$ cat src/rtl/dflow_datapath.sv
module dflow_datapath #(
  parameter int W = 16
) (
  input  logic         clk,
  input  logic         rst_n,
  input  logic [W-1:0] in_bus,
  input  logic         sel_a,
  input  logic         sel_d,
  input  logic         sel_m,
  input  logic         sel_neg,
  input  logic         ld_in_d,
  input  logic         ld_sum_d,
  input  logic         ld_sum_m,
  input  logic         ld_d_m,
  input  logic         ld_sum_a,
  input  logic         shr_a,
  input  logic         shl_a,
  output logic [W-1:0] out_bus,
  output logic [W-1:0] d_out,
  output logic [W-1:0] m_out,
  output logic [W-1:0] sum_out,
  output logic         carry_out,
  output logic         ovf_out
);
  localparam int MSB = W - 1;

  logic [W-1:0] a_q, d_q, m_q;
  logic [W-1:0] left_op, right_op;
  logic         cin;
  logic [W:0]   full_sum;

  assign left_op  = sel_a ? a_q : (sel_d ? d_q : '0);
  assign right_op = sel_neg ? ~m_q : (sel_m ? m_q : '0);
  assign cin      = sel_neg;
  assign full_sum = {1'b0, left_op} + {1'b0, right_op} + {{W{1'b0}}, cin};

  assign sum_out   = full_sum[MSB:0];
  assign carry_out = full_sum[W];
  assign ovf_out   = (left_op[MSB] == right_op[MSB]) && (sum_out[MSB] != left_op[MSB]);

  always_ff @(posedge clk or negedge rst_n) begin
    if (!rst_n) begin
      a_q <= '0;
      d_q <= '0;
      m_q <= '0;
    end else begin
      if (shr_a)         a_q <= {sum_out[MSB], sum_out[MSB:1]};
      else if (shl_a)    a_q <= {sum_out[MSB-1:0], 1'b0};
      else if (ld_sum_a) a_q <= sum_out;

      if (ld_in_d)       d_q <= in_bus;
      else if (ld_sum_d) d_q <= sum_out;

      if (ld_sum_m)      m_q <= sum_out;
      else if (ld_d_m)   m_q <= d_q;
    end
  end

  assign out_bus = a_q;
  assign d_out   = d_q;
  assign m_out   = m_q;

  p_in_to_d_r4: assert property (@(posedge clk) disable iff (!rst_n)
    ld_in_d |=> d_out == $past(in_bus));

  p_sum_to_m_r5: assert property (@(posedge clk) disable iff (!rst_n)
    ld_sum_m |=> m_out == $past(sum_out));

  p_shr_sign_r7: assert property (@(posedge clk) disable iff (!rst_n)
    shr_a |=> out_bus[MSB] == $past(sum_out[MSB]));

  p_shl_zero_r7: assert property (@(posedge clk) disable iff (!rst_n)
    (shl_a && !shr_a) |=> out_bus[0] == 1'b0);

  p_hold_a_r9: assert property (@(posedge clk) disable iff (!rst_n)
    !(shr_a || shl_a || ld_sum_a) |=> $stable(out_bus));

  p_hold_m_r9: assert property (@(posedge clk) disable iff (!rst_n)
    !(ld_sum_m || ld_d_m) |=> $stable(m_out));
endmodule

$ cat config.mk
export PLATFORM = sky130hd
export DESIGN_NAME = dflow_datapath
export DESIGN_NICKNAME = d
export VERILOG_FILES = /design/src/rtl/dflow_datapath.sv
export SDC_FILE = /design/constraint.sdc
export NUM_CORES = 1
export LEC_CHECK = 0
export BUFFER_PORTS_ARGS = -buffer_cell sky130_fd_sc_hd__buf_2
export CAP_MARGIN = 0
export CORE_AREA = 2 2 96 135
export CTS_BUF_LIST = sky130_fd_sc_hd__clkbuf_8
export CTS_CLUSTER_SIZE = 20
export DETAILED_ROUTE_END_ITERATION = 10
export DIE_AREA = 0 0 98 137
export HOLD_SLACK_MARGIN = 0.05
export PLACE_DENSITY = 0.54
export SLEW_MARGIN = 15
export SYNTH_ARGS = -nofsm -noshare
export SYNTH_HDL_FRONTEND = slang
export SYNTH_SLANG_ARGS = --single-unit
$ cat constraint.sdc
create_clock -name clk -period 5.9 [get_ports clk]
set_input_delay 0.885 -clock clk [delete_from_list [all_inputs] [get_ports clk]]
set_output_delay 0.885 -clock clk [all_outputs]
set_load 0.02 [all_outputs]
==> results.yml, run 1 <==
status:
  status: "complete, no violations"
global_route:
  grt-ovfl-total: 0
  grt_max_degree: 49
  grt_antenna_before_repair: 0
  grt_first_pass_wirelength_um: 20500
  via_count_of_the_first_global_routing_pass: 3483
  grt_use_total_pct: 20.0
clock_network:
  cts_tree: "done"
  hold_buffers_post_cts: 0
  cts.htree.levels: 2
  cts.repair_timing.setup_buffer_count: 0
  clkTransAtPathRegs_ns: 0.10
  clock_latency_ns: 0.32
  clock_tree.root_cell: "sky130_fd_sc_hd__clkbuf_8"
  cts_made_buffers: 5
  cts_sinks: 48
  cts_repair_resize_count: 0
  ctsLongestPathBuffers: 2
logic_synthesis:
  synth_compound_area_share_pct: 29.6
  library_cell_with_the_highest_instance_count_after_synthesis: "sky130_fd_sc_hd__nand2_1"
  post_synthesis_cell_type_count: 56
  seq_total_area_yosys_pct: 33.6
  synth_nets: 448
  netlist_top_cells_count: "49 x sky130_fd_sc_hd__nand2_1, 48 x sky130_fd_sc_hd__dfrtp_1, 31 x sky130_fd_sc_hd__a21oi_1, 31 x sky130_fd_sc_hd__o21ai_0, 26 x sky130_fd_sc_hd__mux2i_1"
  synth-adder-area-share_pct: 6.37
  async_set_or_reset_flop_fraction_in_the_synthesized_netlist_pct: 100
  avgSynthCellArea_um2: 8.89
  synth-simple-area-share_pct: 12.3
  main_combinational_cell_family_by_area_after_synthesis: "compound AO/OA/AOI/OAI gates"
  synth_enable_flop_cells: 0
  synthXorXnorAreaFrac_pct: 2.21
  post-synth-top-area-fraction_pct: 33.6
  synth_largest_area_cell: "sky130_fd_sc_hd__dfrtp_1"
  netlist_area_um2: 3570
  synth.area.mux_share_pct: 12.3
  postSynthCellCount: 402
  synth_warn: 0
  post_synth_main_area_contributors: "sky130_fd_sc_hd__dfrtp_1 34%, sky130_fd_sc_hd__mux2i_1 7.3%, sky130_fd_sc_hd__ha_1 5.3%, sky130_fd_sc_hd__nand2_1 5.1%, sky130_fd_sc_hd__mux2_2 5.0%"
  yosys_most_used_dff: "sky130_fd_sc_hd__dfrtp_1"
  synth-seq-cells: 48
floorplanning:
  die_width_um: 98
  initial_standard_cell_utilization_of_the_core_pct: 29.3
  dieArea_um2: 13400
  io-pin-count: 95
  die_y_um: 137
  core_region_area_um2: 12200
  row_count: 48
hold_path:
  worst_hold_path.endpoint: "out_bus[3]"
  holdPathStages: 2
  holdCritStartpoint: "out_bus[3]"
  hold_path_class: "reg -> reg"
detailed_routing:
  route.met3.wl_um: 601
  routed.top_layer: "met4"
  drt_antenna_net_count: 0
  drt_wl_total_um: 13600
  via_per_inst: 5.60
  vias: 3562
  drt-met1-wl_um: 5180
  wl_per_cell_um: 21.3
  drt-initial-drc-count: 293
  drt-pass1-iter-count: 5
  route.detailed.drc: 0
  met2_wirelength_um: 7270
place:
  routabilityCongestion: 0.973
  buffer_ports.inserted: 94
  dp.final_hpwl_um: 10400
  placedCellCount: 628
worst_setup_path:
  start_to_end_type_of_the_worst_setup_path: "in -> out"
  worst_path_largest_cell_delay_ns: 0.97
  timing.critical_path.from_type: "input port"
  critical_path_peak_fanout: 17
  cp.required_ns: 5.02
  setup.reg_to_reg.worst_slack_ns: 2.48
  critical-path-slowest-cell: "sky130_fd_sc_hd__nor2b_1"
  worst_r2r_endpoint: "out_bus[12]"
  cells_along_the_critical_path: "buf_2, nor2b_1, a22o_1, ha_1, and2_1, a221oi_2, a21oi_1, o2111ai_1, nand2_1, inv_1, buf_2"
  worstRegToRegCells: 9
  worst_ep_arrival_time_ns: 4.33
  setup.worst_path.end_class: "output port"
  worstReg2RegStart: "m_out[0]"
  critical-path-top-cell-by-count: "sky130_fd_sc_hd__buf_2"
sta:
  tightestPinTransition_ns: 1.22
  post-route-period-util_pct: 88.4
  rsz_0062_raised_after_global_routing: "no"
  min_period_ns: 5.22
  timing.fmax_ghz: 0.192
  slew_headroom_pct: 18.3
  worst_clock_skew_ns: 0.0118
  final-hold-violation-count: 0
  timing.setup.tns_ns: 0
  final-setup-viol-count: 0
  timing.final.max_slew_violations: 0
power_and_ir_drop:
  p_leak_nw: 2.05
  finalPower_mw: 2.81
  power.ir.vdd_worst_mv: 0.206
  power_per_cell_area_nw_per_um2: 658
final_layout:
  multi_input_comb_area_um2: 2250
  final_core_util_pct: 35.1
  layout_area_overhead_pct: 19.6
  final_layout_size_suffix_gt1_share_pct: 27.0
  instances_no_fill: 636
  layout.filler_cells: 1290
  nets: 531
  insertedDiodeCount: 0
  final-seq-area_um2: 1200
flow_run:
  max-cap-violations: 0
==> sequential cells by signal, summed over array words and instances, names as in the netlist <==
name,count
d_out,16
m_out,16
out_bus,16
==> per-layer routing <==
layer | vias up | GRT usage (%)
li1 | 1661 | -
met1 | 1727 | 22.8
met2 | 146 | 37.1
met3 | 28 | 2.30
met4 | 0 | 8.80
met5 | - | 0
==> logic make-up after synthesis <==
logic type	after synthesis
mux	42
simple gates	101
buf+inv	34
xor+xnor	9
flops	48
compound gates	151
fa+ha+maj	17
==> layout by cell type, fill, tap and decap left out, types with 2 or more instances in the layout <==
cell / instances
sky130_fd_sc_hd__fa_1: 2
sky130_fd_sc_hd__o22ai_1: 9
sky130_fd_sc_hd__a211oi_2: 2
sky130_fd_sc_hd__buf_4: 4
sky130_fd_sc_hd__nand2b_1: 4
sky130_fd_sc_hd__and2_1: 3
sky130_fd_sc_hd__nor3_1: 5
sky130_fd_sc_hd__a211oi_1: 11
sky130_fd_sc_hd__o21ai_1: 6
sky130_fd_sc_hd__o21ai_0: 31
sky130_fd_sc_hd__xnor2_1: 4
sky130_fd_sc_hd__a22o_1: 17
sky130_fd_sc_hd__a21o_1: 9
sky130_fd_sc_hd__xor2_1: 5
sky130_fd_sc_hd__nor2_1: 24
sky130_fd_sc_hd__o221ai_1: 3
sky130_fd_sc_hd__clkbuf_8: 6
sky130_fd_sc_hd__a21oi_1: 31
sky130_fd_sc_hd__and3_1: 2
sky130_fd_sc_hd__buf_2: 94
sky130_fd_sc_hd__o211ai_1: 3
sky130_fd_sc_hd__mux2_2: 16
sky130_fd_sc_hd__mux2i_1: 26
sky130_fd_sc_hd__ha_1: 15
sky130_fd_sc_hd__dfrtp_1: 48
sky130_fd_sc_hd__a31oi_1: 2
sky130_fd_sc_hd__o21a_1: 2
sky130_fd_sc_hd__nor2b_1: 7
sky130_fd_sc_hd__a211o_1: 3
sky130_fd_sc_hd__a221oi_1: 4
sky130_fd_sc_hd__inv_1: 10
sky130_fd_sc_hd__nand2_1: 49
sky130_fd_sc_hd__nand3_1: 3
==> through the flow <==
step	hold WS [ns]	cell area, um^2	setup slack [ns]
finish	0.591	4280	0.684
global route	0.611	4280	0.525
CTS	0.590	4280	0.772
detailed placement	0.567	4180	0.771
global placement	0.564	4180	0.917
floorplan	0.589	3570	1.25
==> where the power goes <==
| group | internal [mW] | switching, mW |
|---|---|---|
| Clock | 0.0962 | 0.126 |
| Combinational | 0.704 | 1.23 |
| Sequential | 0.474 | 0.180 |
==> worst max-delay path by stage <==
stage          start  slack, ns           to
6_report       sel_a       0.68  sum_out[13]
5_1_grt        sel_a       0.53  sum_out[13]
4_1_cts        sel_a       0.77  sum_out[13]
3_5_place_dp   sel_a       0.77  sum_out[13]
3_3_place_gp   sel_a       0.92  sum_out[13]
2_1_floorplan  sel_a       1.25  sum_out[14]
==> worst max-delay path, delay by kind of cell <==
family / cells / cell delay, ns
and+or+nand+nor: 3 / 1.37
adders and majority gates: 1 / 0.28
AOI/OAI and AO/OA: 4 / 1.31
buffers and inverters: 3 / 0.46
==> area by class of cell <==
| class | count | share of cell area [%] |
|---|---|---|
| Multi-Input combinational cell | 320 | 52.5 |
| Sequential cell | 48 | 28.1 |
| Timing Repair Buffer | 98 | 11.7 |
| Tap cell | 150 | 4.39 |
| Clock buffer | 6 | 1.93 |
| Inverter | 12 | 1.05 |
| Clock inverter | 2 | 0.322 |
(Power assumes the default switching activity.)
==> run 2, diff against run 1 <==
Clock period 5.9 ns to 5.6 ns, I/O delays scaled along.
==> results.yml, run 2 (same netlist as run 1, synthesis figures left out) <==
worst_setup_path:
  worst_ep_arrival_time_ns: 4.23
  critical_path_peak_fanout: 17
  cp.required_ns: 4.76
  critical-path-top-cell-by-count: "sky130_fd_sc_hd__buf_2"
  critical-path-slowest-cell: "sky130_fd_sc_hd__nor2b_1"
  start_to_end_type_of_the_worst_setup_path: "in -> out"
  setup.worst_path.end_class: "output port"
  worst_path_largest_cell_delay_ns: 0.95
  timing.critical_path.from_type: "input port"
  worstReg2RegStart: "m_out[0]"
  cells_along_the_critical_path: "buf_2, nor2b_1, a22o_1, ha_1, and2_1, a221oi_2, a21oi_1, o2111ai_1, nand2_1, inv_1, buf_2"
  critical_path.startpoint: "sel_a"
power_and_ir_drop:
  power.ir.vdd_worst_mv: 0.205
  p_leak_nw: 2.06
  power_per_cell_area_nw_per_um2: 698
clock_network:
  clock_latency_ns: 0.32
  cts_repair_resize_count: 0
  cts.repair_timing.setup_buffer_count: 0
  clock_tree.root_cell: "sky130_fd_sc_hd__clkbuf_8"
  cts_tree: "done"
  cts.htree.levels: 2
  clkTransAtPathRegs_ns: 0.08
  hold_buffers_post_cts: 0
  ctsLongestPathBuffers: 2
  cts_sinks: 48
  cts_made_buffers: 5
detailed_routing:
  via_per_inst: 5.50
  drt-initial-drc-count: 216
  drt_wl_total_um: 13200
  drt_antenna_net_count: 0
  vias: 3510
  route.detailed.drc: 0
  drt-pass1-iter-count: 5
  wl_per_cell_um: 20.7
final_layout:
  mostFrequentLayoutCell: "sky130_fd_sc_hd__buf_2"
  layout_common_cells: "94 x sky130_fd_sc_hd__buf_2, 49 x sky130_fd_sc_hd__nand2_1, 48 x sky130_fd_sc_hd__dfrtp_1, 31 x sky130_fd_sc_hd__a21oi_1, 31 x sky130_fd_sc_hd__o21ai_0"
  nets: 534
  final_layout_size_suffix_gt1_share_pct: 27.3
  layout.filler_cells: 1282
  final_core_util_pct: 35.2
  layout_area_overhead_pct: 20.1
  insertedDiodeCount: 0
floorplanning:
  dieArea_um2: 13400
  die_width_um: 98
  core_region_area_um2: 12200
  die_y_um: 137
  row_count: 48
  io-pin-count: 95
  initial_standard_cell_utilization_of_the_core_pct: 29.3
global_route:
  met2_usage_pct: 36.0
  use_met1_pct: 22.4
  grt_max_degree: 49
  grt_use_total_pct: 19.4
  grt_first_pass_wirelength_um: 20000
  global_route.usage.met3_pct: 2.76
  grt_antenna_before_repair: 0
  global_route.peak_usage_layer: "met2"
  via_count_of_the_first_global_routing_pass: 3503
  grt-ovfl-total: 0
sta:
  timing.final.max_slew_violations: 0
  post-route-period-util_pct: 90.5
  min_period_ns: 5.07
  timing.setup.tns_ns: 0
  finalHoldWorstSlack_ns: 0.587
  slew_headroom_pct: 20.3
  tightestPinTransition_ns: 1.19
  worst_clock_skew_ns: 0.00893
  final-hold-violation-count: 0
  timing.fmax_ghz: 0.197
  rsz_0062_raised_after_global_routing: "no"
  final-setup-viol-count: 0
status:
  status: "complete, no violations"
hold_path:
  hold_path_class: "reg -> reg"
  holdCritStartpoint: "out_bus[5]"
place:
  buffer_ports.inserted: 94
  routabilityCongestion: 0.939
  dp.final_hpwl_um: 10200
flow_run:
  max-cap-violations: 0
-- run 2: cell count changes in the layout (fill, tap and decap cells not counted), sizes merged --
cell,change
inv,-1
buf,+3
-- run 2: worst paths after layout --
check	slack (ns)	end	cells past startpoint
min in group asynchronous	0.61	d_out[3]	2
max in group asynchronous	4.55	m_out[15]	2
hold reg to reg	0.59	out_bus[5]	2
setup / recovery	0.53	sum_out[13]	11
hold / removal	0.59	out_bus[5]	2
setup reg to reg	2.21	out_bus[11]	10
-- run 2: per-layer routing --
layer  part of all wire [%]  vias to the layer above  routed length (um)
met2                     54                      105                7150
met3                    3.8                       20                 500
met1                     40                     1715                5220
li1                       -                     1670                   -
met4                    2.6                        0                 338
met5                      0                        -                   0
-- run 2: worst max-delay path: cells and delay by family --
kind                       cells  cell delay (ns)
AOI/OAI and AO/OA              4             1.27
adders and majority gates      1             0.28
buffers and inverters          3             0.47
and+or+nand+nor                3             1.36
-- run 2: layout make-up --
type | instances | area, um^2 | area share (%)
Clock buffer | 6 | 82.6 | 1.92
Clock inverter | 1 | 8.76 | 0.204
Inverter | 12 | 45.0 | 1.05
Multi-Input combinational cell | 320 | 2250 | 52.3
Sequential cell | 48 | 1200 | 28.0
Tap cell | 150 | 188 | 4.37
Timing Repair Buffer | 101 | 523 | 12.2
-- run 2: stage by stage --
step	std cells	setup WS, ns	power, mW	cell area [um^2]
6_report	638	0.533	3.00	4290
3_3_place_gp	631	0.709	2.77	4200
2_1_floorplan	402	1.04	2.00	3570
4_1_cts	638	0.595	3.01	4290
3_5_place_dp	631	0.608	2.77	4200
5_1_grt	638	0.356	3.20	4290
-- run 2: report_power, final --
part / internal (mW) / switching, mW / leakage (nW)
clock: 0.0988 / 0.126 / 0.0473
sequential: 0.500 / 0.190 / 0.572
combinational: 0.771 / 1.31 / 1.44
